===== config.mk =====
export PLATFORM = sky130hd
export DESIGN_NAME = swreg_serial_master
export DESIGN_NICKNAME = d
export VERILOG_FILES = /design/src/rtl/swreg_pkg.sv /design/src/rtl/swreg_half_timer.sv /design/src/rtl/swreg_dpath.sv /design/src/rtl/swreg_ctrl.sv /design/src/rtl/swreg_serial_master.sv
export SDC_FILE = /design/constraint.sdc
export NUM_CORES = 1
export LEC_CHECK = 0
export BUFFER_PORTS_ARGS = -buffer_cell sky130_fd_sc_hd__buf_2
export CAP_MARGIN = 25
export CORE_MARGIN = 4
export CORE_UTILIZATION = 33
export DETAILED_ROUTE_END_ITERATION = 7
export PLACE_DENSITY = 0.58
export SETUP_SLACK_MARGIN = 0.3
export SLEW_MARGIN = 20
export SYNTH_ARGS = -nofsm -noshare
export SYNTH_HDL_FRONTEND = slang
export SYNTH_HIERARCHICAL = 1
export SYNTH_SLANG_ARGS = --single-unit

===== constraint.sdc =====
create_clock -name clk -period 5.6 [get_ports clk]
set_input_delay 0.56 -clock clk [delete_from_list [all_inputs] [get_ports clk]]
set_output_delay 0.56 -clock clk [all_outputs]
set_load 0.03 [all_outputs]

===== src/rtl/swreg_pkg.sv =====
package swreg_pkg;
  // frame geometry
  localparam int RdPreambleBits = 32;
  localparam int RdCmdBits      = 46;
  localparam int WrCmdBits      = 27;
  localparam int RdDataBits     = 32;
  localparam int CfgRegBits     = 16;
  localparam int FrameBits      = RdCmdBits;
  localparam int IdxW           = $clog2(2 * RdCmdBits + 1);

  typedef enum logic [3:0] {
    ST_IDLE,
    ST_SETUP,     // outputs enabled, all low
    ST_CSON,      // chip select settles
    ST_SEND,      // command bits, low half then high half
    ST_POSTSEND,  // clock low after the last bit
    ST_TURN,      // data line released
    ST_PRECLK,    // two idle clocks before the reply
    ST_RECV,      // reply bits
    ST_POSTRECV,  // clock low after the reply
    ST_TRAIL      // low half, then two extra clocks
  } seqState_t;

  typedef struct packed {
    logic load;
    logic shiftOut;
    logic shiftIn;
    logic capture;
  } dpStrobe_t;
endpackage


===== src/rtl/swreg_half_timer.sv =====
module swreg_half_timer #(
  parameter int unsigned HALF_CYCLES = 300
) (
  input  logic clk,
  input  logic rstN,
  input  logic run,
  output logic tick
);
  localparam int unsigned CntW = (HALF_CYCLES > 1) ? $clog2(HALF_CYCLES) : 1;
  localparam logic [CntW-1:0] CntLast = CntW'(HALF_CYCLES - 1);

  logic [CntW-1:0] cnt;

  assign tick = run && (cnt == CntLast);

  always_ff @(posedge clk or negedge rstN) begin
    if (!rstN) cnt <= '0;
    else if (!run || tick) cnt <= '0;
    else cnt <= cnt + 1'b1;
  end

  generate
    if (HALF_CYCLES > 1) begin : g_multi

      tick_gap_chk: assert property (@(posedge clk) disable iff (!rstN)
        tick |=> !tick);
    end
  endgenerate
endmodule


===== src/rtl/swreg_dpath.sv =====
module swreg_dpath
  import swreg_pkg::*;
(
  input  logic        clk,
  input  logic        rstN,
  input  dpStrobe_t   strobe,
  input  logic        reqWrite,
  input  logic        reqTable,
  input  logic [7:0]  reqAddr,
  input  logic [15:0] reqWdata,
  input  logic        sdIn,
  output logic        txBit,
  output logic [31:0] result
);
  logic [FrameBits-1:0]  frame;
  logic [FrameBits-1:0]  rdFrame;
  logic [FrameBits-1:0]  wrFrame;
  logic [RdDataBits-1:0] rxWord;
  logic [31:0]           picked;
  logic                  isWrite;
  logic                  isCounter;
  logic                  addrOdd;

  always_comb begin
    rdFrame = {{RdPreambleBits{1'b1}}, 4'b0110, reqTable, 2'b00, reqAddr[6:0]};
    wrFrame = {1'b1, 2'b01, reqAddr, reqWdata, {(FrameBits - WrCmdBits){1'b0}}};
  end

  assign txBit = frame[FrameBits-1];

  always_comb begin
    if (isWrite)        picked = '0;
    else if (isCounter) picked = rxWord;
    else if (addrOdd)   picked = {{(32 - CfgRegBits){1'b0}}, rxWord[RdDataBits-1 -: CfgRegBits]};
    else                picked = {{(32 - CfgRegBits){1'b0}}, rxWord[CfgRegBits-1:0]};
  end

  always_ff @(posedge clk or negedge rstN) begin
    if (!rstN) begin
      frame     <= '0;
      rxWord    <= '0;
      isWrite   <= 1'b0;
      isCounter <= 1'b0;
      addrOdd   <= 1'b0;
      result    <= '0;
    end else begin
      if (strobe.load) begin
        frame     <= reqWrite ? wrFrame : rdFrame;
        rxWord    <= '0;
        isWrite   <= reqWrite;
        isCounter <= reqTable;
        addrOdd   <= reqAddr[0];
      end
      if (strobe.shiftOut) frame <= {frame[FrameBits-2:0], 1'b0};
      if (strobe.shiftIn)  rxWord <= {rxWord[RdDataBits-2:0], sdIn};
      if (strobe.capture)  result <= picked;
    end
  end


  result_hold_chk: assert property (@(posedge clk) disable iff (!rstN)
    !strobe.capture |=> $stable(result));
endmodule


===== src/rtl/swreg_ctrl.sv =====
module swreg_ctrl
  import swreg_pkg::*;
(
  input  logic      clk,
  input  logic      rstN,
  input  logic      reqValid,
  input  logic      reqWrite,
  input  logic      tick,
  input  logic      txBit,
  output logic      run,
  output dpStrobe_t strobe,
  output logic      busy,
  output logic      done,
  output logic      csOut,
  output logic      csOe,
  output logic      sclkOut,
  output logic      sclkOe,
  output logic      sdOut,
  output logic      sdOe
);
  seqState_t       state;
  seqState_t       nextState;
  logic [IdxW-1:0] halfIdx;
  logic [IdxW-1:0] stateLen;
  logic            wrMode;
  logic            lastHalf;
  logic            accept;
  logic            sclkNext, csNext, sdNext, sdOeNext, lineOeNext;

  assign busy   = (state != ST_IDLE);
  assign run    = busy;
  assign accept = reqValid && (state == ST_IDLE);

  always_comb begin
    case (state)
      ST_SEND:   stateLen = wrMode ? IdxW'(2 * WrCmdBits) : IdxW'(2 * RdCmdBits);
      ST_PRECLK: stateLen = IdxW'(4);
      ST_RECV:   stateLen = IdxW'(2 * RdDataBits);
      ST_TRAIL:  stateLen = IdxW'(5);
      default:   stateLen = IdxW'(1);
    endcase
    lastHalf = (halfIdx == stateLen - IdxW'(1));
  end

  always_comb begin
    case (state)
      ST_SETUP:    nextState = ST_CSON;
      ST_CSON:     nextState = ST_SEND;
      ST_SEND:     nextState = ST_POSTSEND;
      ST_POSTSEND: nextState = wrMode ? ST_TRAIL : ST_TURN;
      ST_TURN:     nextState = ST_PRECLK;
      ST_PRECLK:   nextState = ST_RECV;
      ST_RECV:     nextState = ST_POSTRECV;
      ST_POSTRECV: nextState = ST_TRAIL;
      default:     nextState = ST_IDLE;
    endcase
  end

  always_comb begin
    strobe.load     = accept;
    strobe.shiftOut = tick && (state == ST_SEND) && halfIdx[0];
    strobe.shiftIn  = tick && (state == ST_RECV) && !halfIdx[0];
    strobe.capture  = tick && (state == ST_TRAIL) && lastHalf;
  end

  always_ff @(posedge clk or negedge rstN) begin
    if (!rstN) begin
      state   <= ST_IDLE;
      halfIdx <= '0;
      wrMode  <= 1'b0;
    end else if (accept) begin
      state   <= ST_SETUP;
      halfIdx <= '0;
      wrMode  <= reqWrite;
    end else if (tick) begin
      if (lastHalf) begin
        state   <= nextState;
        halfIdx <= '0;
      end else begin
        halfIdx <= halfIdx + 1'b1;
      end
    end
  end

  // pin levels, decoded from state and registered so the lines never glitch
  always_comb begin
    case (state)
      ST_SEND, ST_RECV, ST_TRAIL: sclkNext = halfIdx[0];
      ST_PRECLK:                  sclkNext = !halfIdx[0];
      default:                    sclkNext = 1'b0;
    endcase
    csNext     = wrMode && (state inside {ST_CSON, ST_SEND, ST_POSTSEND});
    sdOeNext   = (state inside {ST_SETUP, ST_CSON, ST_SEND, ST_POSTSEND})
                 || (wrMode && state == ST_TRAIL);
    sdNext     = (state == ST_SEND) && txBit;
    lineOeNext = (state != ST_IDLE);
  end

  always_ff @(posedge clk or negedge rstN) begin
    if (!rstN) begin
      sclkOut <= 1'b0;
      csOut   <= 1'b0;
      sdOut   <= 1'b0;
      sdOe    <= 1'b0;
      csOe    <= 1'b0;
      sclkOe  <= 1'b0;
      done    <= 1'b0;
    end else begin
      sclkOut <= sclkNext;
      csOut   <= csNext;
      sdOut   <= sdNext;
      sdOe    <= sdOeNext;
      csOe    <= lineOeNext;
      sclkOe  <= lineOeNext;
      done    <= strobe.capture;
    end
  end


  done_pulse_chk: assert property (@(posedge clk) disable iff (!rstN)
    done |=> !done);

  done_idle_chk: assert property (@(posedge clk) disable iff (!rstN)
    done |-> !busy);

  idle_release_chk: assert property (@(posedge clk) disable iff (!rstN)
    (!busy && !$past(busy)) |-> !(csOe || sclkOe || sdOe));

  sd_low_chk: assert property (@(posedge clk) disable iff (!rstN)
    (sdOe && !$stable(sdOut)) |-> !sclkOut);

  cs_low_clk_chk: assert property (@(posedge clk) disable iff (!rstN)
    !$stable(csOut) |-> (!sclkOut && !$past(sclkOut)));

  rd_cs_quiet_chk: assert property (@(posedge clk) disable iff (!rstN)
    (busy && !wrMode) |-> !csOut);
endmodule


===== src/rtl/swreg_serial_master.sv =====
module swreg_serial_master
  import swreg_pkg::*;
#(
  parameter int unsigned HALF_CYCLES = 300
) (
  input  logic        clk,
  input  logic        rstN,
  input  logic        reqValid,
  input  logic        reqWrite,
  input  logic        reqTable,
  input  logic [7:0]  reqAddr,
  input  logic [15:0] reqWdata,
  output logic        busy,
  output logic        done,
  output logic [31:0] result,
  output logic        csOut,
  output logic        csOe,
  output logic        sclkOut,
  output logic        sclkOe,
  output logic        sdOut,
  output logic        sdOe,
  input  logic        sdIn
);
  dpStrobe_t strobe;
  logic      run;
  logic      tick;
  logic      txBit;

  swreg_half_timer #(.HALF_CYCLES(HALF_CYCLES)) u_timer (
    .clk  (clk),
    .rstN (rstN),
    .run  (run),
    .tick (tick)
  );

  swreg_ctrl u_ctrl (
    .clk      (clk),
    .rstN     (rstN),
    .reqValid (reqValid),
    .reqWrite (reqWrite),
    .tick     (tick),
    .txBit    (txBit),
    .run      (run),
    .strobe   (strobe),
    .busy     (busy),
    .done     (done),
    .csOut    (csOut),
    .csOe     (csOe),
    .sclkOut  (sclkOut),
    .sclkOe   (sclkOe),
    .sdOut    (sdOut),
    .sdOe     (sdOe)
  );

  swreg_dpath u_dpath (
    .clk      (clk),
    .rstN     (rstN),
    .strobe   (strobe),
    .reqWrite (reqWrite),
    .reqTable (reqTable),
    .reqAddr  (reqAddr),
    .reqWdata (reqWdata),
    .sdIn     (sdIn),
    .txBit    (txBit),
    .result   (result)
  );
endmodule


==> results of run 1 <==
[logic make-up after synthesis]
kind of cell             share of synthesized area
flip-flops                                  0.5227
adder cells (fa/ha/maj)                   0.005601
buffers and inverters                      0.05208
XOR/XNOR                                   0.01176
multiplexers                               0.02875
AND/OR/NAND/NOR                             0.1962
AO/OA/AOI/OAI                               0.1829
[cell usage in the layout, fill, tap and decap left out, drive strengths merged, types with 2 or more instances in the layout]
master and count:
dfrtp 140, o21ai 113, nand2 97, buf 76, nand2b 44, a21oi 28, nand3b 26, inv 21
nor2 19, clkbuf 17, mux2i 17, a22o 16, o2bb2ai 16, nand3 9, and3b 8, or3 6
xnor2 6, and3 6, nor3b 4, nand4 4, nor3 3, and2 3, nor2b 3, xor2 3
a41o 3, ha 3, nor4 3, clkinvlp 2, o21bai 2, a211o 2, and4 2, o211ai 2
mux2 2, clkinv 2
[registers in the layout (all words and copies together), names as in the netlist]
signal,flops
u_dpath/frame,46
u_dpath/result,32
u_dpath/rxWord,32
u_timer/cnt,9
u_ctrl/halfIdx,7
u_ctrl/state,4
u_ctrl/csOut,1
u_ctrl/done,1
u_ctrl/sclkOe,1
u_ctrl/sclkOut,1
u_ctrl/sdOe,1
u_ctrl/sdOut,1
u_ctrl/wrMode,1
u_dpath/addrOdd,1
u_dpath/isCounter,1
u_dpath/isWrite,1
[routing by layer]
metal,routed length [µm],track usage
met1,7131,0.1921
met2,6193,0.1886
met3,796,0.04124
met4,220,0.04254
met5,0,0
[power breakdown]
group / internal [W] / switching (W)
registers: 0.00101 / 0
logic: 0.0000110 / 0.0000264
clock network: 0.000638 / 0.000494
[cell type report]
class	instances	area, µm²	area share
Tap cell	265	331.6	0.04278
Inverter	11	41.29	0.005328
Clock buffer	17	425.4	0.05489
Multi-Input combinational cell	467	2864	0.3696
Sequential cell	140	3503	0.4521
Clock inverter	15	172.7	0.02228
Timing Repair Buffer	76	411.6	0.05312
[worst min-delay path by stage]
stage	slack, ps	cells past startpoint	endpoint
final	180	1	u_timer/cnt[5]
after global routing	230	1	u_timer/cnt[5]
after CTS	200	1	u_timer/cnt[5]
after detailed placement	470	2	u_dpath/frame[22]
after global placement	470	2	u_dpath/frame[45]
after floorplan	260	0	u_ctrl/csOut
[metrics by stage]
step                instance area, µm²  instances  total power (W)  setup WS, ps    util
floorplan                         6703        671         0.001036          2631       -
global placement                  7129        957         0.001070          1825  0.3616
detailed placement                7141        958         0.001070          1728  0.3621
CTS                               7739        990         0.002218          1725  0.3925
global route                      7750        991         0.002272          1449  0.3930
finish                            7750        991         0.002181          1747  0.3930
==> impl_results.md, run 1 <==
- Die height: roughly 150 µm
- Final nets: 746
- Post-synth top cells: dfrtp_1, o21ai_0, nand2_1
- PostCTS Resize Cnt: 0
- CP endpoint: u_dpath/result[19]
- CP required: 5960 ps
- Dpl hpwl: just under 9000 µm
- GRT Total Usage: 0.1326
- Final setup vio count: 0
- Worst R2R End: u_dpath/result[19]
- Pwr Density: roughly 280 nW/µm²
- Fillers: between 1500 and 2000
- I/O pins: 70
- CTS tree: built
- Root buffer cell: clkbuf_16
- DRT iter0 DRCs: 363
- Gate Count Post-Synth: roughly 670
- Post-DR vias/cell: 4.973
- Most common cell in the synthesized netlist: dfrtp_1
- CP Launch Point: u_ctrl/state[0]
- Total gr overflow: 0
- Routed len/inst: 14.47 µm
- Syn_area_per_cell: between 9 and 10 µm²
- Largest net degree at the start of global routing: 85
- Status: finished clean
- TritonCTS Buffers: 17
- Final Hold Fails: 0
- Asr flop ratio synth: 1.000
- Synth unique cells: 57
- Hold Path Class: in2async
- Post-Syn Area: 6703 µm²
- Detailed-route DRC error count: 0
- Cell depth of the worst setup path: 12
- Top post-synthesis cells by area: dfrtp_1, o21ai_0, nand2_1, nand2b_1, nand3b_1
- Max Cap Viol: 0
- Setup Skew: 10.41 ps
- Slew Limit Fails: 0
- # H-tree levels: 4
- ANT nets after route: 0
- Clk sinks: 140
- Antenna violations before repair: 0
- Skew-Pair Late Insertion Delay: 430 ps
- Worst r2r src: u_ctrl/state[0]
- CTS max path bufs: 2
- Hold WS: between 150 and 200 ps
- Max incr delay on CP: 630 ps
- First-pass GRT wire length: 24100 µm
- Synth area leader: dfrtp_1
- Area Growth Syn to Fin: 15.62%
- Drt first pass iters: 4
- Lkg Pwr: 3.337 nW
- RSZ-0062 raised after global routing: no
- Reg2Reg Depth: 12
- Cts hold-fix bufs: 0
- CP most frequent cell: nand2_1
- Synth Net Count: 704
- Yosys reg bits: 140
- Setup Crit Path Kind: reg2reg
- Die width: 150.5 µm
- Register area share after synthesis: 0.5227
- Synthesis warning total: 6
- Routed via count: 4928
- Yosys top cell area share: 0.5227
- PortBufs: slightly below 70
- R2r setup slk: 1750 ps
- Post-CTS Setup Inserts: 0
- Starting Density: 0.3399
- Layout cells sized above 1: 0.1680
- Routed Wire Length: approximately 14000 µm
- Fin crit period: 3853 ps
- GP Congestion: slightly above 0.8
- Max FO, Critical Path: 17
- Crit path arrival time: 4210 ps
- Worst setup SP type: flip-flop
- Total Neg Setup Slack: 0 ps
- Least-Margin Pin Slew: 959.5 ps
- Rows: 51
- Fmax achieved: 259.5 MHz
- Period utilisation layout: 0.6881
- Worst slew margin: 0.3604
- Post-synth EDFFs: 0
- Peak supply drop: 0.1953 mV
- Slowest-stage cell, CP: dfrtp_1
- CP bufs+invs: 1
- Largest delay share family, worst path: simple AND/OR/NAND/NOR gates
- ANT cells: 0
- Vias in the first global route: 4577
- Die area: about 23000 µm²
- Crit end category: flip-flop
- Core Area: 19720 µm²
- CP Cell Sequence: nand2_1 > nor3_1 > nand2_1 > ha_1 > inv_1 > xnor2_1 > o311ai_4 > and4_1 > and3_1 > nand2b_1 > nor2_8 > a22o_1
- Clk slew on worst S/H paths: 70 ps
- Most used DFF post-synth: dfrtp_1
Power figures use the tool's default switching activity.
==> run 2: changes to the inputs <==
--- a/config.mk
+++ b/config.mk
@@ -10,7 +10,7 @@
 export CORE_MARGIN = 4
 export CORE_UTILIZATION = 33
 export DETAILED_ROUTE_END_ITERATION = 7
-export PLACE_DENSITY = 0.58
+export PLACE_DENSITY = 0.6
 export SETUP_SLACK_MARGIN = 0.3
 export SLEW_MARGIN = 20
 export SYNTH_ARGS = -nofsm -noshare
==> constraint.sdc (replaced) <==
create_clock -name clk -period 3.2 [get_ports clk]
set_input_delay 0.32 -clock clk [delete_from_list [all_inputs] [get_ports clk]]
set_output_delay 0.32 -clock clk [all_outputs]
set_load 0.03 [all_outputs]
==> impl_results.md, run 2 (synthesis gave the netlist of run 1 again) <==
- Total gr overflow: 0 (unchanged)
- Largest register FFs: 46 (unchanged)
- Slew Limit Fails: 0 (unchanged)
- Core Area: 19720 µm² (unchanged)
- Drt first pass iters: 4 (unchanged)
- Highest-count cells in the layout ignoring fill and taps: dfrtp_1, o21ai_0, nand2_1, buf_2, nand2b_1 (unchanged)
- GP Congestion: 0.8590 (was 0.8161)
- Hold Path Class: in2reg (was in2async)
- Die height: 150.5 µm (unchanged)
- Crit end category: flip-flop (unchanged)
- Routed len/inst: 14.75 µm (was 14.47 µm)
- Post-DR vias/cell: 4.915 (was 4.973)
- DRT iter0 DRCs: 332 (was 363)
- Commonest non-fill, non-tap cell in the layout: dfrtp_1 (unchanged)
- CTS max path bufs: 2 (unchanged)
- Worst slew margin: 0.4381 (was 0.3604)
- Clk sinks: 140 (unchanged)
- Largest registers: u_dpath/frame: 46 flops, u_dpath/result: 32 flops, u_dpath/rxWord: 32 flops (unchanged)
- Routed Wire Length: 14820 µm (was 14340 µm)
- Vias in the first global route: 4751 (was 4577)
- Antenna violations before repair: 0 (unchanged)
- Reg with most FFs: u_dpath/frame (unchanged)
- Rows: 51 (unchanged)
- Total Neg Setup Slack: 0 ps (unchanged)
- First-pass GRT wire length: 24810 µm (was 24100 µm)
- Detailed-route DRC error count: 0 (unchanged)
- Crit path arrival time: 3080 ps (was 4210 ps)
- Status: finished clean (unchanged)
- Setup Skew: 12.54 ps (was 10.41 ps)
- Dpl hpwl: 9112 µm (was 8846 µm)
- CTS tree: built (unchanged)
- Clk slew on worst S/H paths: 70 ps (about the same)
- Least-Margin Pin Slew: 842.9 ps (was 959.5 ps)
- Fin crit period: 2776 ps (was 3853 ps)
- Worst setup SP type: flip-flop (unchanged)
- TritonCTS Buffers: 17 (unchanged)
- CP required: 3510 ps (was 5960 ps)
- Layout cells sized above 1: 0.1959 (was 0.1680)
- Pwr Density: 489.7 nW/µm² (was 281.4 nW/µm²)
- GRT Total Usage: 0.1372 (was 0.1326)
- ANT nets after route: 0 (unchanged)
- Final nets: 760 (was 746)
- Max FO, Critical Path: 32 (was 17)
- Peak supply drop: 0.3399 mV (was 0.1953 mV)
- Total power: 0.003900 W (was 0.002181 W)
- Final setup vio count: 0 (unchanged)
- Root buffer cell: clkbuf_16 (unchanged)
- Lkg Pwr: 3.425 nW (was 3.337 nW)
- Starting Density: 0.3399 (unchanged)
- # H-tree levels: 4 (unchanged)
- Setup Crit Path Kind: reg2reg (unchanged)
- PortBufs: 69 (unchanged)
- Period utilisation layout: 0.8675 (was 0.6881)
- Routed via count: 4940 (was 4928)
- RSZ-0062 raised after global routing: no (unchanged)
- Max Cap Viol: 0 (unchanged)
- Fillers: 1935 (was 1951)
- Fmax achieved: 360.2 MHz (was 259.5 MHz)
- Die area: 22650 µm² (unchanged)
- Final Hold Fails: 0 (unchanged)
- ANT cells: 0 (unchanged)
- Area Growth Syn to Fin: 18.84% (was 15.62%)
- Skew-Pair Late Insertion Delay: 430 ps (about the same)
- Die width: 150.5 µm (unchanged)
- Largest net degree at the start of global routing: 92 (was 85)
- I/O pins: 70 (unchanged)
## run 2: final timing paths
| path | start | to | slack, ps | cells after the start |
|---|---|---|---|---|
| min | sdIn | u_dpath/rxWord[0] | 120 | 3 |
| min in group asynchronous | rstN | u_dpath/rxWord[1] | 540 | 2 |
| min reg2reg | u_dpath/frame[27] | u_dpath/frame[28] | 480 | 2 |
| max in group asynchronous | rstN | u_dpath/frame[20] | 1890 | 3 |
| max reg2reg | u_ctrl/state[3] | u_dpath/result[22] | 420 | 12 |
| max | u_ctrl/state[3] | u_dpath/result[22] | 420 | 12 |
## run 2: worst max-delay path, cell delays in order, from the launching register on
cell and delay [ps]:
dfrtp_1 370, nand2b_2 210, nor2_2 130, ha_2 210, inv_1 80, o211a_1 240, or3b_4 410, nand2_2 110
and4_1 210, and3_4 220, inv_1 50, buf_6 180, a22o_1 240
## run 2: power by group
| group | internal [W] | switching [W] | leakage, nW | total [W] |
|---|---|---|---|---|
| clock | 0.00119 | 0.000870 | 0.304 | 0.00206 |
| sequential | 0.00177 | 0 | 1.50 | 0.00177 |
| combinational | 0.0000217 | 0.0000472 | 1.62 | 0.0000689 |
## run 2: area by class of cell
cell class | count | area, µm² | area share
inverters | 11 | 41.29 | 0.005184
repair buffers | 89 | 558.0 | 0.07006
clock inverters | 15 | 193.9 | 0.02435
multi-input cells | 468 | 2910 | 0.3654
clock buffers | 17 | 425.4 | 0.05341
flip-flops and latches | 140 | 3505 | 0.4400
well taps | 265 | 331.6 | 0.04163
## run 2: metrics by stage
stage	worst slack [ps]	instance area [µm²]	utilization	hold slack [ps]	instances
finish	424.0	7965	0.4040	116.4	1005
global route	279.3	7965	0.4040	119.9	1005
CTS	303.2	7915	0.4014	89.70	1003
detailed placement	308.2	7269	0.3687	463.6	969
global placement	379.9	7269	0.3687	462.3	969
floorplan	308.0	6706	-	24.41	671
## run 2: routing by layer
layer  up-vias  GRT usage  wire [µm]
met5         -          0          0
met4         0    0.03980        165
met3         9    0.04606        848
met2       107     0.1962       6415
met1      2351     0.1974       7389
li1       2473          -          -
## run 2: timing repair
| item | CTS | global route |
|---|---|---|
| pin swaps | 2 | 3 |
| endpoints found under the hold margin | 16 | 0 |
| cloned | 1 | 0 |
| gates resized for setup | 2 | 12 |
| setup endpoints to repair | 5 | 34 |
| setup buffers | 0 | 2 |
| hold buffers | 1 | 0 |
